## src/rtl/prs_pkg.sv

```systemverilog
package prs_pkg;

  typedef enum logic [1:0] {
    V_NONE   = 2'b00,
    V_ACCEPT = 2'b01,
    V_REJECT = 2'b10,
    V_DROP   = 2'b11
  } verdict_t;

  function automatic int unsigned step_pc(int unsigned cur, int unsigned len);
    return (cur + 1 >= len) ? 0 : cur + 1;
  endfunction

  function automatic int unsigned jump_pc(int unsigned cur, int unsigned off,
                                          int unsigned len);
    if (off < 2) return step_pc(cur, len);
    return (cur + off >= len) ? 0 : cur + off;
  endfunction

  function automatic verdict_t pick_verdict(logic drop, logic rej, logic acc);
    if (drop) return V_DROP;
    if (rej)  return V_REJECT;
    if (acc)  return V_ACCEPT;
    return V_NONE;
  endfunction

endpackage

```

## src/rtl/prs_hazard.sv

```systemverilog
module prs_hazard #(
  parameter int BASE_N = 4
) (
  input  logic              clk,
  input  logic              rst_n,
  input  logic              issue,
  input  logic [BASE_N-1:0] base_wr,
  input  logic              uses_pkt,
  input  logic [BASE_N-1:0] base_use,
  output logic              hazard
);
  logic [BASE_N-1:0] wr_q;

  always_ff @(posedge clk or negedge rst_n) begin
    if (!rst_n) wr_q <= '0;
    else        wr_q <= issue ? base_wr : '0;
  end

  assign hazard = uses_pkt && (|(wr_q & base_use));

  // A stall never lasts beyond one cycle
  p_stall_once_r5: assert property (@(posedge clk) disable iff (!rst_n)
    hazard |=> !hazard);
endmodule

```

## src/rtl/prs_pc_calc.sv

```systemverilog
module prs_pc_calc #(
  parameter int PROG_LEN = 16,
  parameter int PC_W     = 4,
  parameter int OFF_W    = 4
) (
  input  logic [PC_W-1:0]  pc_cur,
  input  logic             jump_req,
  input  logic [OFF_W-1:0] jump_off,
  output logic             jump_real,
  output logic [PC_W-1:0]  pc_nxt
);
  import prs_pkg::*;

  assign jump_real = jump_req && (jump_off >= OFF_W'(2));

  always_comb begin
    if (jump_req)
      pc_nxt = PC_W'(jump_pc(int'(pc_cur), int'(jump_off), PROG_LEN));
    else
      pc_nxt = PC_W'(step_pc(int'(pc_cur), PROG_LEN));
  end
endmodule

```

## src/rtl/prs_verdict.sv

```systemverilog
module prs_verdict (
  input  logic       clk,
  input  logic       rst_n,
  input  logic       run,
  input  logic       issue,
  input  logic       drop_req,
  input  logic       reject_req,
  input  logic       accept_req,
  input  logic       pkt_end,
  output logic       done,
  output logic       verdict_valid,
  output logic [1:0] verdict
);
  import prs_pkg::*;

  logic     decide_evt;
  logic     end_evt;
  verdict_t code_q;

  assign decide_evt = issue && (drop_req || reject_req || accept_req);
  assign end_evt    = run && pkt_end && !decide_evt;
  assign done       = decide_evt || end_evt;

  always_ff @(posedge clk or negedge rst_n) begin
    if (!rst_n) begin
      verdict_valid <= 1'b0;
      code_q        <= V_NONE;
    end else begin
      verdict_valid <= done;
      if (decide_evt)   code_q <= pick_verdict(drop_req, reject_req, accept_req);
      else if (end_evt) code_q <= V_REJECT;
      else              code_q <= V_NONE;
    end
  end

  assign verdict = code_q;

  p_pulse_r6: assert property (@(posedge clk) disable iff (!rst_n)
    verdict_valid |=> !verdict_valid);
  p_code_r6: assert property (@(posedge clk) disable iff (!rst_n)
    verdict_valid |-> (verdict != 2'b00));
  p_default_rej_r7: assert property (@(posedge clk) disable iff (!rst_n)
    end_evt |=> (verdict == 2'b10));
endmodule

```

## src/rtl/pkt_rule_seq.sv

```systemverilog
module pkt_rule_seq #(
  parameter int PROG_LEN = 16,
  parameter int OFF_W    = 4,
  parameter int BASE_N   = 4,
  localparam int PC_W    = (PROG_LEN > 1) ? $clog2(PROG_LEN) : 1
) (
  input  logic              clk,
  input  logic              rst_n,
  input  logic              pkt_start,
  input  logic              pkt_end,
  input  logic              jump_req,
  input  logic [OFF_W-1:0]  jump_off,
  input  logic              accept_req,
  input  logic              reject_req,
  input  logic              drop_req,
  input  logic [BASE_N-1:0] base_wr,
  input  logic              uses_pkt,
  input  logic [BASE_N-1:0] base_use,
  output logic [PC_W-1:0]   pc,
  output logic              issue_valid,
  output logic              verdict_valid,
  output logic [1:0]        verdict
);
  import prs_pkg::*;

  logic            run_q;
  logic            bubble_q;
  logic [PC_W-1:0] pc_q;
  logic [PC_W-1:0] pc_nxt;
  logic            hazard;
  logic            jump_real;
  logic            done;
  logic [PC_W-1:0] pc_step;

  assign issue_valid = run_q && !bubble_q && !hazard;
  assign pc          = pc_q;
  assign pc_step     = PC_W'(step_pc(int'(pc_q), PROG_LEN));

  prs_hazard #(.BASE_N(BASE_N)) u_haz (
    .clk(clk), .rst_n(rst_n), .issue(issue_valid), .base_wr(base_wr),
    .uses_pkt(uses_pkt), .base_use(base_use), .hazard(hazard)
  );

  prs_pc_calc #(.PROG_LEN(PROG_LEN), .PC_W(PC_W), .OFF_W(OFF_W)) u_pc (
    .pc_cur(pc_q), .jump_req(jump_req), .jump_off(jump_off),
    .jump_real(jump_real), .pc_nxt(pc_nxt)
  );

  prs_verdict u_vd (
    .clk(clk), .rst_n(rst_n), .run(run_q), .issue(issue_valid),
    .drop_req(drop_req), .reject_req(reject_req), .accept_req(accept_req),
    .pkt_end(pkt_end), .done(done), .verdict_valid(verdict_valid),
    .verdict(verdict)
  );

  always_ff @(posedge clk or negedge rst_n) begin
    if (!rst_n) begin
      run_q    <= 1'b0;
      bubble_q <= 1'b0;
      pc_q     <= '0;
    end else if (!run_q) begin
      run_q    <= pkt_start;
      bubble_q <= 1'b0;
      pc_q     <= '0;
    end else if (done) begin
      run_q    <= 1'b0;
      bubble_q <= 1'b0;
      pc_q     <= '0;
    end else if (issue_valid) begin
      pc_q     <= pc_nxt;
      bubble_q <= jump_real;
    end else begin
      bubble_q <= 1'b0;
    end
  end

  p_start_at_zero_r2: assert property (@(posedge clk) disable iff (!rst_n)
    $rose(run_q) |-> (pc_q == '0));
  p_seq_r3: assert property (@(posedge clk) disable iff (!rst_n)
    (issue_valid && !jump_req && !done) |=> (pc_q == $past(pc_step)));
  p_bubble_r4: assert property (@(posedge clk) disable iff (!rst_n)
    (issue_valid && jump_real && !done) |=> !issue_valid);
  p_stall_holds_r5: assert property (@(posedge clk) disable iff (!rst_n)
    (run_q && hazard && !done) |=> (issue_valid && $stable(pc_q)));
  p_idle_after_r6: assert property (@(posedge clk) disable iff (!rst_n)
    verdict_valid |-> (!run_q && pc_q == '0));
  p_keep_run_r8: assert property (@(posedge clk) disable iff (!rst_n)
    (run_q && !done) |=> run_q);
endmodule

```

## config.mk

```make
export PLATFORM = sky130hd
export DESIGN_NAME = pkt_rule_seq
export DESIGN_NICKNAME = d
export VERILOG_FILES = /design/src/rtl/prs_pkg.sv /design/src/rtl/prs_hazard.sv /design/src/rtl/prs_pc_calc.sv /design/src/rtl/prs_verdict.sv /design/src/rtl/pkt_rule_seq.sv
export SDC_FILE = /design/constraint.sdc
export NUM_CORES = 1
export LEC_CHECK = 0
export BUFFER_PORTS_ARGS = -buffer_cell sky130_fd_sc_hd__buf_2
export CORE_MARGIN = 10
export CORE_UTILIZATION = 35
export CTS_BUF_LIST = sky130_fd_sc_hd__clkbuf_16
export CTS_CLUSTER_SIZE = 14
export DETAILED_ROUTE_END_ITERATION = 6
export PLACE_DENSITY = 0.61
export SLEW_MARGIN = 20
export SYNTH_ARGS = -nofsm -noshare
export SYNTH_HDL_FRONTEND = slang
export SYNTH_HIERARCHICAL = 1
export SYNTH_SLANG_ARGS = --single-unit
```

## constraint.sdc

```tcl
create_clock -name clk -period 4.25 [get_ports clk]
set_input_delay 0.425 -clock clk [delete_from_list [all_inputs] [get_ports clk]]
set_output_delay 0.425 -clock clk [all_outputs]
set_load 0.02 [all_outputs]
```

# --- Word level (Yosys, flattened, before mapping) ---
# Cells that the tools add are included.
# W data, S select, Z words.
totals:
  ramBits: 0
  mem_bits_ro: 0
  input_bits: 21
  latchBits: 0
  regBits: 13
  output_inout_bits: 8
  n_memories: 0
op_classes:
  n_reduce_logical: 14
  bitwise: 1
  mux: 33
  n_shift: 0
  n_eq_ne: 1
  div_mod_pow: 0
  addsub: 2
  n_lt_le_gt_ge: 4
  mul: 0
op_table:
  columns: ["operator", "n"]
  rows:
  - ["$mux W4", 9]
  - ["$mux W1", 16]
  - ["$mux W2", 8]
  - ["$ge A5 B5 Y1 const B", 2]
  - ["$logic_and A1 B1 Y1", 7]
  - ["$add A4 B1 Y5 const B", 1]
  - ["$add A4 B4 Y5", 1]
  - ["$and A4 B4 Y4", 1]
  - ["$ge A4 B2 Y1 const B", 1]
  - ["$lt A4 B2 Y1 const B", 1]
  - ["$reduce_or A4 Y1", 1]
  - ["$logic_not A1 Y1", 3]
  - ["$logic_or A1 B1 Y1", 3]
  - ["$ne A3 B1 Y1 const B", 1]

# --- Longest topological paths before layout ---
# Gate-level depths: netlist of run 1.
depth:
  ltp_word: 16
  mapped_depth: 9

# --- Modules after synthesis ---
# Netlist of run 1, hierarchy kept.
by_module_without_submodules:
  columns: ["module", "n_inst", "cells_per_inst", "area_per_inst_um2"]
  rows:
  - ["pkt_rule_seq", 1, 24, 261.5]
  - ["prs_pc_calc", 1, 30, 244.0]
  - ["prs_hazard", 1, 11, 147.6]
  - ["prs_verdict", 1, 11, 117.6]

# --- Least setup slack after synthesis of run 1 ---
# OpenSTA, ideal clock, no wires.
synth_path:
  path_type: "input -> register"
  startpoint: "in base_use[0]"
  endpoint: "reg run_q"
  stages: 8
  arrival_time_ns: 2.241
  slack_ns: 1.876
  n_path_buf: 1
  setup_ns: 0.133
  t_required_ns: 4.117
  path_cell_list: "a22oi_1 -> a21boi_1 -> clkbuf_2 -> nor3b_1 -> o21ai_1 -> nand3_1 -> nand2b_1 -> o21ai_0"
synth_via:
  elab_chain_len: 11
synth_lines:
  columns: ["item", "line_no", "source"]
  rows:
  - ["start: declaration", "pkt_rule_seq.sv:18", "input logic [BASE_N-1:0] base_use,"]
  - ["$and A4 B4 Y4 *", "prs_hazard.sv:19", "assign hazard = uses_pkt && (|(wr_q & base_use));"]
  - ["$reduce_or A4 Y1 *", "prs_hazard.sv:19", null]
  - ["$logic_and A1 B1 Y1 *", "prs_hazard.sv:19", null]
  - ["via hazard", "pkt_rule_seq.sv:30", "logic hazard;"]
  - ["$logic_not A1 Y1 *", "pkt_rule_seq.sv:35", "assign issue_valid = run_q && !bubble_q && !hazard;"]
  - ["$logic_and A1 B1 Y1 *", "pkt_rule_seq.sv:35", null]
  - ["via issue_valid", "pkt_rule_seq.sv:20", "output logic issue_valid,"]
  - ["$logic_and A1 B1 Y1 *", "prs_verdict.sv:20", "assign decide_evt = issue && (drop_req || reject_req || accept_req);"]
  - ["$logic_not A1 Y1", "prs_verdict.sv:21", "assign end_evt = run && pkt_end && !decide_evt;"]
  - ["$logic_and A1 B1 Y1", "prs_verdict.sv:21", null]
  - ["$logic_or A1 B1 Y1 *", "prs_verdict.sv:22", "assign done = decide_evt || end_evt;"]
  - ["via done", "pkt_rule_seq.sv:32", "logic done;"]
  - ["$mux W1 *", "pkt_rule_seq.sv:65", "end else if (done) begin"]
  - ["$mux W1 *", "pkt_rule_seq.sv:61", "end else if (!run_q) begin"]
  - ["end signal: assignment", "pkt_rule_seq.sv:62", "run_q <= pkt_start;"]
  - ["end: declaration", "pkt_rule_seq.sv:26", "logic run_q;"]
# The timed path passes the listed nets; every way through them passes the cells marked *.
# A chain may end at the register's enable or synchronous reset.

# --- Final worst setup path of run 1 ---
layout_path:
  startpoint: "reg u_haz.wr_q[0]"
  endpoint: "out issue_valid"
layout_via:
  elab_chain_len: 5
layout_lines:
  columns: ["item", "line_no", "source"]
  rows:
  - ["start: declaration", "prs_hazard.sv:12", "logic [BASE_N-1:0] wr_q;"]
  - ["start signal: assignment", "prs_hazard.sv:16", "else wr_q <= issue ? base_wr : '0;"]
  - ["$and A4 B4 Y4", "prs_hazard.sv:19", null]
  - ["$reduce_or A4 Y1", "prs_hazard.sv:19", null]
  - ["$logic_and A1 B1 Y1", "prs_hazard.sv:19", null]
  - ["via hazard", "pkt_rule_seq.sv:30", null]
  - ["$logic_not A1 Y1", "pkt_rule_seq.sv:35", null]
  - ["$logic_and A1 B1 Y1", "pkt_rule_seq.sv:35", null]
  - ["end: declaration", "pkt_rule_seq.sv:20", null]
# The timed path passes the listed nets, and every way through them passes these cells.

==> impl_results.md, run 1 <==
* Status: finished clean
* Max Root-Sink Buffers at 2
* Row count at 16
* Initial Util at 0.381
* DR vias at 639
* Total global routing overflow at 0
* Startpoint Class: register
* RSZ-0062 raised after global routing: false
* Maximum VDD drop at 0.000283 V
* Top cells by area, synth: dfrtp_1 (42%), ha_1 (8.1%), or3b_1 (4.5%), o21ai_0 (3.9%), a21oi_1 (3.2%)
* Slew Limit Headroom at 0.543
* Adder-Cell Fraction of Synth Area at 0.107
* Placed inst area at 940 µm²
* Clock root cell: clkbuf_16
* Crit Path Class: register to primary output
* Fin. max-slew vios at 0
* Largest net degree at the start of global routing at 14
* Clock transition at path regs at 0.04 ns
* Area Growth Syn to Fin at 32.1%
* First-iteration detailed-routing DRC count at 19
* Post-route cell area at 1020 µm²
* Mapped Nets at 103
* WL final at 1720 µm
* CP required at 3.83 ns
* Cell taking the most area after synthesis: dfrtp_1
* # fillers at 184
* Period utilization at 0.542
* Vias in the first global route at 645
* Critical path endpoint category: primary output
* R2R cell count at 7
* F_max at 434 MHz
* First-pass GRT wire length at 2860 µm
* Final antenna diode count at 0
* Lkg Pwr at 0.508 nW
* Hold-fix buffers, CTS at 0
* Hold Crit Class: input port to asynchronous set/reset pin
* Drt pass-1 iters at 4
* H-tree levels at 1
* CTS buffer count at 3
* Die area at 4480 µm²
* Vias per Instance at 4.77
* Initial antenna violation count at 0
* Crit Path Max Fanout at 10
* Post-CTS sizing at 0
* Layout cells sized above 1 at 0.318
* Die X-Extent at 66.9 µm
* Cell count after synthesis at 76
* CTS tree: done
* Nets at 135
* IO Pins at 29
* Tmin final at 2.31 ns
* Main combinational cell family by area after synthesis: compound AO/OA/AOI/OAI gates
* Yosys top cell area share at 0.422
* Mapped Area at 771 µm²
* PortBufs at 28
* Post-synthesis mux area share at 0
* Post-synth top flop: dfrtp_1
* Yosys warns at 6
* Post-CTS setup buffer count at 0
* Seq/Total Area, Yosys at 0.422
* Post-DP HPWL at 1460 µm
* Post-synthesis xor/xnor area fraction at 0.0455
* Synthesized area per cell at 10.1 µm²
* Post-synthesis register bit count at 13
* Routability cong. at 0.731
* DP Worst Slack at 1.90 ns
* PD cells at 579 nW/µm²
* Core Area at 2020 µm²
* Final Setup Violations at 0
* Hold slack at 0.0624 ns
* Netlist cell types at 30
* Final setup margin at 1.94 ns
* Clk Latency, worst-skew pair at 0.23 ns
* Ys async rst share at 1.00
* All-Layer GR Usage at 0.0799
* Max Cap Viol at 0
* Number of synthesized flops with an enable pin at 0
* Drt wl/cell at 12.9 µm
* DRC violations left at 0
* Simple-gate area share of the yosys netlist at 0.195
* Complex-gate fraction of the synthesized area at 0.200
* Die H at 66.9 µm
* Arrival time at the worst endpoint at 1.88 ns
* Worst-margin pin slew at 0.685 ns
* Fin. Hold Viols at 0
* Clk sink count at 13
* Setup TNS at 0 ns
* Post-route ant nets at 0
* Final Skew at 0.000698 ns
==> metrics by stage <==
step           utilization  std cells  power [mW]
2_1_floorplan            -         76       0.354
3_3_place_gp         0.465        130       0.426
3_5_place_dp         0.465        130       0.429
4_1_cts              0.504        134       0.599
5_1_grt              0.504        134       0.639
6_report             0.504        134       0.590
==> cells in the final DEF, fill, tap and decap left out, types with 2 or more instances in the layout <==
cell type and count:
a21oi_1 5, a22oi_1 2, and2_1 4, buf_2 28
clkbuf_16 3, dfrtp_1 13, ha_1 5, inv_1 5
nand2_1 5, nand2b_1 2, nand3_1 2, nor2b_1 2
o21ai_0 6, o21ai_1 2, o31ai_1 2, or3b_1 4
xnor2_1 2, xor2_1 2
==> cells in the mapped netlist, types with 2 or more instances <==
library cell,instances
a21oi_1,5
o21ai_1,2
xnor2_1,2
and2_1,4
xor2_1,2
ha_1,5
or3b_1,4
nand2b_1,2
nand2_1,5
dfrtp_1,13
inv_1,4
a22oi_1,2
o31ai_1,2
nor2b_1,2
o21ai_0,6
nand3_1,2
==> power by group <==
| group | internal (mW) | switching (mW) |
|---|---|---|
| clock network | 0.123 | 0.0439 |
| logic | 0.0968 | 0.128 |
| registers | 0.166 | 0.0318 |
| total | 0.386 | 0.204 |
==> final timing paths <==
| kind | start | endpoint | slack, ns |
|---|---|---|---|
| min in group clk | base_wr[0] | u_haz/wr_q[0] | 0.40 |
| setup reg to reg | u_haz/wr_q[0] | run_q | 2.11 |
| hold reg to reg | run_q | run_q | 0.54 |
| setup / recovery | u_haz/wr_q[0] | issue_valid | 1.94 |
| max in group asynchronous | rst_n | u_vd/verdict[0] | 3.97 |
| hold / removal | rst_n | pc[3] | 0.06 |
==> cell type report <==
type	count	area, µm²	share of cell area
Inverter	5	18.8	0.0184
Sequential cell	13	325	0.319
Clock inverter	1	3.75	0.00369
Tap cell	27	33.8	0.0332
Clock buffer	3	75.1	0.0737
Multi-Input combinational cell	57	422	0.414
Timing Repair Buffer	28	140	0.138
==> kinds of logic after synthesis <==
group	count (synthesis)
simple gates	24
compound gates	23
flops	13
buf+inv	6
fa+ha+maj	6
xor+xnor	4
==> layer usage <==
metal  vias up  share of wire  GRT usage
li1        335              -          -
met1       291           0.42     0.0910
met2        13           0.51      0.127
met3         0          0.068     0.0418
met4         0              0     0.0231
met5         -              0          0
==> critical path: stages, from the launching register on <==
cell and delay [ns]:
dfrtp_1 0.35, a22oi_1 0.18, a21boi_1 0.20, nor3b_1 0.62, buf_2 0.29
==> registers in the layout, summed over array words and instances, names as in the netlist <==
| register | flops |
|---|---|
| u_haz/wr_q | 4 |
| run_q | 1 |
| u_vd/verdict_valid | 1 |
| u_vd/verdict | 2 |
| pc | 4 |
| bubble_q | 1 |
Note: power is estimated with default switching activity, not from simulation.
==> run 2, diff against run 1 <==
==> constraint.sdc (replaced) <==
create_clock -name clk -period 2.3 [get_ports clk]
set_input_delay 0.23 -clock clk [delete_from_list [all_inputs] [get_ports clk]]
set_output_delay 0.23 -clock clk [all_outputs]
set_load 0.02 [all_outputs]
==> impl_results.md, run 2 (synthesis results as in run 1) <==
* DRC violations left at 0 (unchanged)
* F_max at 510 MHz
* Post-DP HPWL at 1560 µm (was 1460 µm)
* Drt wl/cell at 14.0 µm (was 12.9 µm)
* Die area at 4480 µm² (unchanged)
* Slew Limit Headroom at 0.705 (was 0.543)
* Lkg Pwr at 0.526 nW (was 0.508 nW)
* Core Area at 2020 µm² (unchanged)
* R2R cell count at 9 (was 7)
* Clk sink count at 13 (unchanged)
* Startpoint Class: register (unchanged)
* Most frequent cells in the layout: buf_2 (28), dfrtp_1 (13), o21ai_0 (6) (unchanged)
* Setup TNS at 0 ns (unchanged)
* Final Setup Violations at 0 (unchanged)
* Final antenna diode count at 0 (unchanged)
* Fin. max-slew vios at 0 (unchanged)
* Drt pass-1 iters at 4 (unchanged)
* Maximum VDD drop at 0.000692 V (was 0.000283 V)
* Worst-margin pin slew at 0.441 ns (was 0.685 ns)
* Nets at 138 (was 135)
* Post-route insts no fill at 137 (was 134)
* # fillers at 195 (was 184)
* Most common cell after layout, fill and taps aside: buf_2 (unchanged)
* Total global routing overflow at 0 (unchanged)
* CTS buffer count at 3 (unchanged)
* Initial antenna violation count at 0 (unchanged)
* WHS Endpoint: u_haz/wr_q[0]
* IO Pins at 29 (unchanged)
* CP max stage cell: dfrtp_1 (was nor3b_1)
* RR Startpoint: pc[0] (was u_haz/wr_q[0])
* CP max stage delay at 0.37 ns (was 0.62 ns)
* Vias in the first global route at 745 (was 645)
* Clk Latency, worst-skew pair at 0.24 ns (was 0.23 ns)
* RSZ-0062 raised after global routing: false (unchanged)
* Post-route ant nets at 0 (unchanged)
* Die X-Extent at 66.9 µm (unchanged)
* Area Growth Syn to Fin at 36.5% (was 32.1%)
* Row count at 16 (unchanged)
* CP required at 2.46 ns (was 3.83 ns)
* Fin. Hold Viols at 0 (unchanged)
* CP Cell Sequence: ha_1, inv_1, fa_1, nor2b_1, o21ai_0, nand2b_1, o31ai_1, or3b_1, a21oi_1 (was a22oi_1, a21boi_1, nor3b_1, buf_2)
* Crit Path Max Fanout at 4 (was 10)
* First-pass GRT wire length at 3380 µm (was 2860 µm)
* Layout cells sized above 1 at 0.345 (was 0.318)
* WL final at 1910 µm (was 1720 µm)
* Die H at 66.9 µm (unchanged)
* Final Skew at 0.00139 ns (was 0.000698 ns)
* Crit Path Class: register to register (was register to primary output)
* Max Cap Viol at 0 (unchanged)
* Clock root cell: clkbuf_16 (unchanged)
* Arrival time at the worst endpoint at 2.12 ns (was 1.88 ns)
* Register-to-register setup slack at 0.34 ns (was 2.11 ns)
* Worst r2r dst: pc[3] (was run_q)
* Tmin final at 1.96 ns
* First-iteration detailed-routing DRC count at 18 (was 19)
* H-tree levels at 1 (unchanged)
* PortBufs at 28 (unchanged)
* PD cells at 1070 nW/µm² (was 579 nW/µm²)
* Period utilization at 0.853
* Initial Util at 0.381 (unchanged)
* Largest net degree at the start of global routing at 14 (unchanged)
* Hold Crit Start: base_wr[0]
* Routability cong. at 0.816 (was 0.731)
* Max Root-Sink Buffers at 2 (unchanged)
* DR vias at 687 (was 639)
* Critical path endpoint category: register (was primary output)
* Placed Cells incl. Taps at 132 (was 130)
* Vias per Instance at 5.01 (was 4.77)
* Status: finished clean (unchanged)
* CTS tree: done (unchanged)
* All-Layer GR Usage at 0.0950 (was 0.0799)
* Hold Crit Class: input port to register (was input port to asynchronous set/reset pin)
* Hold Path Cell Cnt at 2
* Clock transition at path regs at 0.04 ns (about the same)
-- run 2: worst max path at each step --
| stage | start | to | depth (start not counted) |
|---|---|---|---|
| floorplan | pc[0] | pc[2] | 8 |
| global placement | u_haz/wr_q[0] | bubble_q | 7 |
| detailed placement | u_haz/wr_q[0] | bubble_q | 7 |
| CTS | u_haz/wr_q[0] | bubble_q | 7 |
| global route | pc[0] | pc[3] | 9 |
| finish | pc[0] | pc[3] | 9 |
-- run 2: repair_timing --
| item | CTS | global route |
|---|---|---|
| buffers inserted | 0 | 0 |
| hold buffers | 1 | 0 |
| endpoints found under the setup margin | 0 | 1 |
| gates resized for setup | 0 | 1 |
| hold endpoints to repair | 13 | 0 |
-- run 2: per-stage QoR --
stage                      util  worst slack, ns  total power, mW  area (µm²)  hold WS, ns
after floorplan               -            0.301            0.658         776      -0.0656
after global placement    0.475            0.248            0.808         960        0.136
after detailed placement  0.475            0.258            0.816         960        0.134
after CTS                 0.519            0.249             1.14        1050        0.199
after global routing      0.520           0.0829             1.22        1050        0.205
final                     0.520            0.338             1.13        1050        0.197
-- run 2: metal layers --
layer / global-route usage / up-vias / part of all wire / routed length, µm
met2: 0.182 / 15 / 0.55 / 1060
met3: 0.0351 / 2 / 0.061 / 117
met5: 0 / - / 0 / 0
met1: 0.0927 / 329 / 0.38 / 717
li1: - / 341 / - / -
met4: 0.0231 / 0 / 0.0094 / 18
-- run 2: layout make-up --
class                           count  area [µm²]  share of cell area
Multi-Input combinational cell     57         430               0.409
Sequential cell                    13         325               0.309
Timing Repair Buffer               31         165               0.157
Clock buffer                        3        75.1              0.0713
Tap cell                           27        33.8              0.0321
Inverter                            5        18.8              0.0178
Clock inverter                      1        3.75             0.00357
-- run 2: critical path: cells and delay by family (launching register included) --
kind                       cells  cell delay (ns)
adders and majority gates      2             0.40
DFF                            1             0.37
AOI/OAI and AO/OA              3             0.50
and+or+nand+nor                3             0.54
buffers and inverters          1             0.07
-- run 2: where the power goes --
| part | switching [mW] | internal [mW] |
|---|---|---|
| Sequential | 0.0456 | 0.305 |
| Combinational | 0.262 | 0.197 |
| Clock | 0.0889 | 0.229 |
| Total | 0.396 | 0.731 |
